`config.mk`:
```
export PLATFORM = sky130hd
export DESIGN_NAME = sr_guard
export DESIGN_NICKNAME = d
export VERILOG_FILES = /design/src/rtl/sr_guard_pkg.sv /design/src/rtl/sr_access.sv /design/src/rtl/sr_merge.sv /design/src/rtl/sr_busy_timer.sv /design/src/rtl/sr_guard.sv
export SDC_FILE = /design/constraint.sdc
export NUM_CORES = 1
export LEC_CHECK = 0
export BUFFER_PORTS_ARGS = -buffer_cell sky130_fd_sc_hd__buf_2
export CORE_ASPECT_RATIO = 1.4
export CORE_MARGIN = 2
export CORE_UTILIZATION = 55
export CTS_CLUSTER_DIAMETER = 40
export DETAILED_ROUTE_END_ITERATION = 12
export PLACE_DENSITY_LB_ADDON = 0.12
export SLEW_MARGIN = 5
export SYNTH_ARGS = -nofsm -noshare
export SYNTH_HDL_FRONTEND = slang
export SYNTH_SLANG_ARGS = --single-unit
```
`constraint.sdc`:
```
create_clock -name clk -period 6.9 [get_ports clk]
set_clock_uncertainty 0.2 [all_clocks]
set_input_delay 1.38 -clock clk [delete_from_list [all_inputs] [get_ports clk]]
set_output_delay 1.38 -clock clk [all_outputs]
set_load 0.005 [all_outputs]
```
`src/rtl/sr_guard_pkg.sv`:
```
package sr_guard_pkg;
    // Shared widths, field positions and writable masks of the status registers.
    localparam int SR_W   = 8;
    localparam int N_REG  = 3;
    localparam int SEL_W  = 2;

    localparam int R1_SRP0 = 7;
    localparam int R2_SRP1 = 0;
    localparam int R2_QE   = 1;
    localparam int R3_HRS  = 7;

    localparam logic [SR_W-1:0] LB_MASK = 8'h3C;
    localparam logic [SR_W-1:0] QE_MASK = 8'h02;

    function automatic logic [SR_W-1:0] wmask(input int idx);
        case (idx)
            0:       return 8'hFC;
            1:       return 8'h7F;
            default: return 8'h87;
        endcase
    endfunction
endpackage

```
`src/rtl/sr_access.sv`:
```
// Decides whether a status write is taken and on which path.
// Assumes srp/qe come from the working copy and strobes are one cycle wide.
module sr_access (
    input  logic [1:0] srp,
    input  logic       qe,
    input  logic       wp_n,
    input  logic       wel,
    input  logic       vol_armed,
    input  logic       busy,
    input  logic       wrsr_valid,
    output logic       acc_nv,
    output logic       acc_vol
);
    logic locked;

    // Protect-mode evaluation: modes 1x always lock, 01 locks on low pin unless quad.
    always_comb begin
        locked  = srp[1] | ((srp == 2'b01) & ~qe & ~wp_n);
        acc_vol = wrsr_valid & ~busy & ~locked & vol_armed;
        acc_nv  = wrsr_valid & ~busy & ~locked & ~vol_armed & wel;
    end

    always_comb begin
        a_r4_wp_pin_lock: assert (!((srp == 2'b01) && !qe && !wp_n && (acc_nv || acc_vol)));
        a_r6_otp_lock: assert (!((srp == 2'b11) && (acc_nv || acc_vol)));
    end
endmodule

```
`src/rtl/sr_merge.sv`:
```
// Builds the next value of one status register from a base value and write data.
// Assumes base already has non-writable bits at 0; lock bits are sticky, QE held in QPI.
module sr_merge
    import sr_guard_pkg::*;
#(
    parameter int IDX = 0
) (
    input  logic [SR_W-1:0] base,
    input  logic [SR_W-1:0] data,
    input  logic            qpi,
    output logic [SR_W-1:0] nxt
);
    localparam logic [SR_W-1:0] M   = wmask(IDX);
    localparam logic [SR_W-1:0] LBM = (IDX == 1) ? LB_MASK : '0;
    localparam logic [SR_W-1:0] QEM = (IDX == 1) ? QE_MASK : '0;

    // Field merge: writable bits from data, OTP bits ORed, QE forced in QPI.
    always_comb begin
        nxt = (base & ~M) | (data & M) | (base & LBM) | ({SR_W{qpi}} & QEM);
    end
endmodule

```
`src/rtl/sr_busy_timer.sv`:
```
// Counts the non-volatile write time; busy while non-zero, done on the last cycle.
// Assumes start is only raised while not busy and TW >= 1.
module sr_busy_timer #(
    parameter int TW = 16
) (
    input  logic clk,
    input  logic rst_n,
    input  logic clr,
    input  logic start,
    output logic busy,
    output logic done
);
    localparam int CW = $clog2(TW + 1);
    logic [CW-1:0] cnt_q;

    // Down-counter loaded on an accepted non-volatile write.
    always_ff @(posedge clk) begin
        if (!rst_n || clr)   cnt_q <= '0;
        else if (start)      cnt_q <= CW'(TW);
        else if (cnt_q != 0) cnt_q <= cnt_q - 1'b1;
    end

    assign busy = (cnt_q != '0);
    assign done = (cnt_q == CW'(1));

    a_r3_cnt_bound: assert property (@(posedge clk) disable iff (!rst_n)
        cnt_q <= CW'(TW));
endmodule

```
`src/rtl/sr_guard.sv`:
```
// Status register bank with write-protection control for a serial flash.
// Assumes decoded single-cycle strobes; rst_n models power-up, soft_rst a software reset.
module sr_guard
    import sr_guard_pkg::*;
#(
    parameter int             TW_CYCLES = 16,
    parameter logic [SR_W-1:0] INIT_SR1 = 8'h00,
    parameter logic [SR_W-1:0] INIT_SR2 = 8'h00,
    parameter logic [SR_W-1:0] INIT_SR3 = 8'h00
) (
    input  logic            clk,
    input  logic            rst_n,
    input  logic            soft_rst,
    input  logic            cmd_wren,
    input  logic            cmd_wrdi,
    input  logic            cmd_vwren,
    input  logic            cmd_wrsr,
    input  logic [SEL_W-1:0] wr_sel,
    input  logic [SR_W-1:0] wr_data,
    input  logic            op_done,
    input  logic            qpi_mode,
    input  logic            wp_n,
    output logic [SR_W-1:0] sr1,
    output logic [SR_W-1:0] sr2,
    output logic [SR_W-1:0] sr3,
    output logic            quad_en,
    output logic            wp_fn_en,
    output logic            hold_fn_en,
    output logic            rst_fn_en
);
    localparam logic [SR_W-1:0] P1  = INIT_SR1 & wmask(0);
    localparam logic [SR_W-1:0] P2R = INIT_SR2 & wmask(1);
    localparam logic [SR_W-1:0] P2  = (P2R[R2_SRP1] && !P1[R1_SRP0]) ? (P2R & 8'hFE) : P2R;
    localparam logic [SR_W-1:0] P3  = INIT_SR3 & wmask(2);
    localparam logic [N_REG-1:0][SR_W-1:0] PWR_IMG = {P3, P2, P1};

    logic [N_REG-1:0][SR_W-1:0] nv_q, vol_q, merged;
    logic wel_q, arm_q, busy, busy_done, acc_nv, acc_vol, wrsr_valid, qe;
    logic [1:0] srp;

    assign srp        = {vol_q[1][R2_SRP1], vol_q[0][R1_SRP0]};
    assign qe         = vol_q[1][R2_QE] | qpi_mode;
    assign wrsr_valid = cmd_wrsr && (wr_sel < SEL_W'(N_REG));

    sr_access u_access (
        .srp(srp), .qe(qe), .wp_n(wp_n), .wel(wel_q), .vol_armed(arm_q),
        .busy(busy), .wrsr_valid(wrsr_valid), .acc_nv(acc_nv), .acc_vol(acc_vol)
    );

    sr_busy_timer #(.TW(TW_CYCLES)) u_timer (
        .clk(clk), .rst_n(rst_n), .clr(soft_rst), .start(acc_nv),
        .busy(busy), .done(busy_done)
    );

    for (genvar g = 0; g < N_REG; g++) begin : g_merge
        sr_merge #(.IDX(g)) u_merge (
            .base(acc_vol ? vol_q[g] : nv_q[g]), .data(wr_data),
            .qpi(qpi_mode), .nxt(merged[g])
        );
    end

    // Write enable latch: set by enable, cleared by disable, op end, write end, reset.
    always_ff @(posedge clk) begin
        if (!rst_n)                               wel_q <= 1'b0;
        else if (soft_rst || busy_done || op_done) wel_q <= 1'b0;
        else if (!busy && cmd_wrdi)                wel_q <= 1'b0;
        else if (!busy && cmd_wren)                wel_q <= 1'b1;
    end

    // Volatile arm: set by its enable, consumed by the next status write.
    always_ff @(posedge clk) begin
        if (!rst_n || soft_rst)          arm_q <= 1'b0;
        else if (!busy && cmd_wrsr)      arm_q <= 1'b0;
        else if (!busy && cmd_vwren)     arm_q <= 1'b1;
    end

    // Register banks: image loaded at power-up, working copy reloaded on reset.
    always_ff @(posedge clk) begin
        if (!rst_n) begin
            nv_q  <= PWR_IMG;
            vol_q <= PWR_IMG;
        end else if (soft_rst) begin
            vol_q <= nv_q;
        end else begin
            for (int i = 0; i < N_REG; i++) begin
                if ((acc_nv || acc_vol) && (wr_sel == SEL_W'(i))) vol_q[i] <= merged[i];
                if (acc_nv && (wr_sel == SEL_W'(i)))              nv_q[i]  <= merged[i];
            end
        end
    end

    // Read-out and pin-function selection.
    always_comb begin
        sr1        = (vol_q[0] & wmask(0)) | {6'b0, wel_q, busy};
        sr2        = (vol_q[1] & wmask(1)) | ({SR_W{qpi_mode}} & QE_MASK);
        sr3        = vol_q[2] & wmask(2);
        quad_en    = qe;
        wp_fn_en   = ~qe;
        hold_fn_en = ~qe & ~vol_q[2][R3_HRS];
        rst_fn_en  = ~qe & vol_q[2][R3_HRS];
    end

    a_r1_wel_set: assert property (@(posedge clk) disable iff (!rst_n)
        (cmd_wren && !busy && !soft_rst && !op_done && !cmd_wrdi) |=> wel_q);
    a_r3_wel_drop: assert property (@(posedge clk) disable iff (!rst_n)
        $fell(busy) |-> !wel_q);
    a_r7_lb_sticky: assert property (@(posedge clk) disable iff (!rst_n)
        acc_nv |=> ((nv_q[1] & LB_MASK) & $past(nv_q[1])) == ($past(nv_q[1]) & LB_MASK));
    a_r6_image_frozen: assert property (@(posedge clk) disable iff (!rst_n)
        (srp == 2'b11 && nv_q[1][R2_SRP1] && nv_q[0][R1_SRP0]) |=> $stable(nv_q));
    a_r8_qe_hold: assert property (@(posedge clk) disable iff (!rst_n)
        ((acc_nv || acc_vol) && qpi_mode && wr_sel == 2'd1 && !soft_rst) |=> vol_q[1][R2_QE]);
endmodule

```
==> flow_metrics.tcl, run 1 <==
set metrics [dict create \
    status "finished, final reports clean" \
    grtUsageMet1_pct 24.2 \
    synth_cell_type_count 41 \
    synth_area_leaders "dfxtp_1 37%, mux2i_1 11%, buf_4 8.1%" \
    arrival_ns 2.06 \
    yosys.area.top_type "dfxtp_1" \
    track_usage_pct 19.5 \
    grt_antenna_before_repair 0 \
    synth_compound_area_share_pct 14.4 \
    final_area_um2 2380 \
    vias 1644 \
    setup_viol 0 \
    hold_depth 2 \
    ys_dominant_reg_cell "dfxtp_1" \
    synth_fa_ha_area_share_pct 1.69 \
    ys_seq_area_share_pct 36.9 \
    final_layout_size_suffix_gt1_share_pct 27.3 \
    hpwlAfterDp_um 3200 \
    clkTransAtPathRegs_ns 0.07 \
    drc 0 \
    place_area_um2 2290 \
    cts_resized 0 \
    cts_made_buffers 5 \
    syn_area_um2 2230 \
    synthSimpleGateAreaFrac_pct 23.3 \
    grt.overflow.total 0 \
    avgSynthCellArea_um2 9.59 \
    grtUsageMet2_pct 33.9 \
    die_w_um 57.8 \
    gr-usage-met3_pct 3.09 \
    vdd_drop_max_mv 0.434 \
    firstDrtPassIters 4 \
    synth_top_family_by_area "simple AND/OR/NAND/NOR gates" \
    slew_headroom_pct 41.0 \
    initial_utilization_pct 56.8 \
    core_um2 3920 \
    hold_path_end "vol_q[12]$_SDFFE_PN0P_" \
    multi_input_area_um2 1170 \
    end_kind "primary output" \
    dp_worst_setup_slack_ns 3.41 \
    p_leak_uw 0.00100 \
    ff2ff_setup_slack_ns 3.91 \
    port_buffers 42 \
    r2r-end "vol_q[11]$_SDFFE_PN0P_" \
    max_stage_delay_ns 0.74 \
    period_needed_ns 3.64 \
    path_delay_family "simple AND/OR/NAND/NOR gates" \
    period_share_pct 52.8 \
    cts_htree_levels 2 \
    hold_start "vol_q[12]$_SDFFE_PN0P_" \
    required_ns 5.32 \
    rsz0062_at_grt "false" \
    gp_congestion 0.801 \
    path_class "reg2out" \
    busiest_layer "met2" \
    num_rows 27 \
    maxCapViolCount 0 \
    cts-root-buf "clkbuf_8" \
    insertion_delay_ns 0.29 \
    cts_tree "done" \
    ys_warn_count 0 \
    setup_ws_ns 3.26 \
    powerDensity_nw_per_um2 299 \
    synth-xor-area-share_pct 1.18 \
    ys_async_sr_fraction_pct 0 \
    tns_ns 0 \
    synthTopCellsByCount "41 x dfxtp_1, 25 x mux2i_1, 24 x buf_4, 17 x a21oi_1, 16 x o21ai_0" \
    clockBufferDepth 2 \
    diodes 0 \
    synth_mux_area_share_pct 11.2 \
    clkSinkCount 41 \
    ant_nets 0 \
    path_buf_inv 3 \
    routedWlPerCell_um 14.6 \
    synthCells 232 \
    grt_pass1_wl_um 7000 \
    regArea_um2 821 \
    drv_slew 0 \
    rr_worst_depth 7 \
    startpoint_type "flop" \
    via_per_inst 5.55 \
    synthToLayoutAreaGrowth_pct 7.03 \
    synth_edf_count 0 \
    dieArea_um2 4580 \
    r2r_start "u_timer.cnt_q[0]$_SDFFE_PP0P_" \
    min_path_type "reg2reg" \
    nFillCells 371 \
    grt_pass1_vias 1502 \
    cts_setup_buffers 0 \
    fp.dieH_um 79.3 \
    synth_most_common_cell "dfxtp_1" \
    worstPathCellList "inv_1, ha_1, nor4b_4, inv_4, buf_2" \
    fmax_mhz 275 \
    grt_max_degree 36 \
    crit_slowest_cell "nor4b_4" \
    yosysTopAreaCellShare_pct 36.9 \
    hold_buffers 0 \
    drt_iter0_drc 53 \
    nNetsFinal 276 \
    cp_max_fo 15 \
    ioPinCount 48 \
    synth_seq_cells 41 \
    hold_viol_final 0 \
    worst_pin_slew_ns 0.881 \
    drt_wl_total_um 4310 \
]
## worst reg2reg max path, stage by stage (launching register included)
cell	delay, ns
dfxtp_1	0.33
inv_1	0.11
ha_1	0.21
nor4b_4	0.74
inv_4	0.18
nor4_1	0.72
a21oi_1	0.15
o211a_1	0.23
## cells by family after synthesis
family	after synthesis
xor gates and xnor gates	3
and+or+nand+nor	68
buffers and inverters	41
other	1
DFF	41
adders and majority gates	3
muxes	25
AOI/OAI and AO/OA	50
## routing by layer
layer | up-vias | wire (um)
li1 | 850 | -
met1 | 760 | 1910
met2 | 29 | 2220
met3 | 5 | 142
met4 | 0 | 43
met5 | - | 0
## placed cells by master, fill, tap and decap left out, types with 2 or more instances in the layout
cell / count
conb_1: 5
nor4_1: 3
a221oi_1: 3
or3b_2: 2
nor4b_4: 4
nor2_1: 13
a21oi_1: 17
nand2b_1: 2
or4bb_1: 3
buf_2: 42
nand2_1: 5
or2_2: 5
nor4_4: 2
a211oi_1: 2
xnor2_1: 3
nor4b_1: 2
dfxtp_1: 41
nor3_1: 3
nor2b_1: 14
clkbuf_8: 6
nor4bb_1: 2
mux2i_1: 25
inv_1: 8
o221a_2: 4
o21ai_0: 16
ha_1: 3
nand4_1: 2
o22ai_1: 3
## state kept, by name (all words and copies together), names as in the netlist
| signal | flops |
|---|---|
| arm_q | 1 |
| nv_q | 17 |
| srp | 2 |
| sr3 | 4 |
| u_timer.cnt_q | 5 |
| wel_q | 1 |
| vol_q | 11 |
## area by class of cell
type	count	area share [%]
Clock buffer	6	3.47
Clock inverter	1	0.315
Inverter	9	1.52
Multi-Input combinational cell	154	49.2
Sequential cell	41	34.5
Tap cell	43	2.26
Timing Repair Buffer	42	8.82
## power by group
group / internal [uW] / switching, uW
registers: 256 / 22.9
logic: 107 / 169
clock network: 79.0 / 78.2
## worst max path at each step
| stage | from | endpoint | slack [ns] | depth (start not counted) |
|---|---|---|---|---|
| 2_1_floorplan | qpi_mode | sr2[1] | 3.55 | 3 |
| 3_5_place_dp | qpi_mode | hold_fn_en | 3.41 | 5 |
| 6_report | u_timer.cnt_q[0]$_SDFFE_PP0P_ | sr1[0] | 3.26 | 5 |
| 4_1_cts | u_timer.cnt_q[0]$_SDFFE_PP0P_ | sr1[0] | 3.25 | 5 |
| 5_1_grt | u_timer.cnt_q[0]$_SDFFE_PP0P_ | sr1[0] | 3.11 | 5 |
| 3_3_place_gp | qpi_mode | hold_fn_en | 3.42 | 5 |
## metrics by stage
| stage | std cells | hold slack [ns] | power (uW) | util (%) |
|---|---|---|---|---|
| after global placement | 289 | 0.252 | 561 | 58.5 |
| after global routing | 296 | 0.287 | 759 | 60.8 |
| after CTS | 296 | 0.271 | 719 | 60.8 |
| after floorplan | 236 | 0.240 | 521 | - |
| after detailed placement | 289 | 0.258 | 562 | 58.5 |
| final | 296 | 0.263 | 711 | 60.8 |
No activity file was read; power rests on OpenSTA's default activity.
==> inputs of run 2 (changes only) <==
Settings changed: CORE_UTILIZATION 55 to 54.
Clock period 6.9 ns to 3.4 ns, I/O delays scaled along.
==> run 2 against run 1 <==
  * First-iteration DRC count down 5.7%
  * Register-to-register slack worse by 2.9 ns
  * Clock-buffer cell count up 1
  * Die area up 1.7%
  * Via count up 1.9%
  * Non-clock buffer count up 2
  * Worst hold slack worse by 0.0020 ns
  * Design area up 0.37%
  * Power up 110%
  * Core utilization down 0.30 points
  * Highest routed layer unchanged
==> flow_metrics.tcl, run 2 (same netlist as run 1, synthesis figures left out) <==
set metrics [dict create \
    period_needed_ns 2.41 \
    r2r-end "vol_q[11]$_SDFFE_PN0P_" \
    tns_ns 0 \
    nNetsFinal 278 \
    cts_setup_buffers 0 \
    cts_tree "done" \
    hold_path_end "vol_q[12]$_SDFFE_PN0P_" \
    hold_depth 2 \
    num_rows 27 \
    ff2ff_setup_slack_ns 0.99 \
    hold_viol_final 0 \
    vias 1675 \
    initial_utilization_pct 56.3 \
    most-common-layout-cells "42 x buf_2, 41 x dfxtp_1, 25 x mux2i_1, 17 x a21oi_1, 16 x o21ai_0" \
    hpwlAfterDp_um 3210 \
    via_per_inst 5.60 \
    ioPinCount 48 \
    regArea_um2 821 \
    slew_headroom_pct 52.2 \
    nFillCells 379 \
    top_register "nv_q" \
    power_uw 1460 \
    multi_input_area_um2 1170 \
    largest_reg_flops 17 \
    status "finished, final reports clean" \
    dieArea_um2 4660 \
    vdd_drop_max_mv 0.930 \
    clkTransAtPathRegs_ns 0.08 \
    min_path_type "reg2reg" \
    hold_buffers 0 \
    end_kind "flop" \
    p_leak_uw 0.00100 \
    instances_no_fill 299 \
    worst_pin_slew_ns 0.714 \
    cts_htree_levels 2 \
    cts_resized 0 \
    ant_nets 0 \
    required_ns 3.38 \
    synthToLayoutAreaGrowth_pct 7.42 \
    fmax_mhz 416 \
    period_share_pct 70.8 \
    powerDensity_nw_per_um2 612 \
    drt_wl_total_um 4370 \
    routedWlPerCell_um 14.6 \
    cts_made_buffers 5 \
    clkSinkCount 41 \
    cts-root-buf "clkbuf_8" \
    drt_iter0_drc 50 \
    setup_ws_ns 0.994 \
    setup_viol 0 \
    drv_slew 0 \
    fp.dieH_um 80.0 \
    port_buffers 42 \
    maxCapViolCount 0 \
    track_usage_pct 20.1 \
    gp_congestion 0.817 \
    grt_max_degree 36 \
    insertion_delay_ns 0.28 \
    rsz0062_at_grt "false" \
    clockBufferDepth 2 \
    grt_antenna_before_repair 0 \
    diodes 0 \
    grt.overflow.total 0 \
    final_layout_size_suffix_gt1_share_pct 27.3 \
    cp_max_fo 6 \
    r2r_start "u_timer.cnt_q[0]$_SDFFE_PP0P_" \
    startpoint_type "flop" \
    path_class "reg2reg" \
    rr_worst_depth 7 \
    numPlacedInstances 291 \
    grt_pass1_wl_um 7200 \
    arrival_ns 2.39 \
    hold_start "vol_q[12]$_SDFFE_PN0P_" \
    dp_worst_setup_slack_ns 0.795 \
    final_common_cell "buf_2" \
    firstDrtPassIters 4 \
    grt_pass1_vias 1561 \
    reg.largest.list "nv_q x17, vol_q x11, u_timer.cnt_q x5" \
    drc 0 \
    core_um2 3950 \
    die_w_um 58.3 \
]
## run 2: cell types whose count changed in the layout (fill, tap and decap cells not counted)
| cell | before | now |
|---|---|---|
| buf_4 | 0 | 2 |
| clkbuf_1 | 0 | 2 |
| clkbuf_8 | 6 | 5 |
## run 2: stage by stage
step	cell area, um2	hold slack [ns]	utilization (%)
finish	2390	0.261	60.5
global route	2390	0.299	60.5
CTS	2390	0.269	60.5
detailed placement	2310	0.256	58.4
global placement	2310	0.254	58.4
floorplan	2240	0.240	-
## run 2: layout make-up
cell class	instances	share of cell area [%]
multi-input combinational	154	49.0
sequential	41	34.3
timing repair buffer	44	9.42
clock buffer	7	3.19
tap	43	2.25
inverter	9	1.52
clock inverter	1	0.314
## run 2: routing by layer
metal	GRT usage, %	part of all wire, %	wire length [um]
met3	4.54	3.3	144
met1	23.7	44	1940
met5	0	0	0
met2	35.4	52	2250
met4	6.28	0.66	29
## run 2: worst max-delay path by stage
stage / start / to / slack [ns]
after global placement: wr_sel[0] / vol_q[11]$_SDFFE_PN0P_ / 0.85
final: u_timer.cnt_q[0]$_SDFFE_PP0P_ / vol_q[11]$_SDFFE_PN0P_ / 0.99
after floorplan: soft_rst / nv_q[14]$_SDFFE_PN0P_ / 1.14
after CTS: u_timer.cnt_q[0]$_SDFFE_PP0P_ / vol_q[11]$_SDFFE_PN0P_ / 0.94
after detailed placement: soft_rst / nv_q[2]$_SDFFE_PN0P_ / 0.79
after global routing: u_timer.cnt_q[0]$_SDFFE_PP0P_ / vol_q[10]$_SDFFE_PN0P_ / 0.83
## run 2: critical path, stage by stage, from the launching register on
cell and delay, ns:
dfxtp_1 0.33, inv_1 0.11, ha_1 0.22, nor4b_4 0.29, inv_4 0.13, nor4_1 0.65
a21oi_1 0.15, o211a_1 0.22
## run 2: power breakdown
part	switching [uW]	internal, uW	leakage [uW]	total [uW]
registers	46.9	519	0.000333	566
logic	350	239	0.000632	589
clock network	162	145	0.0000385	307
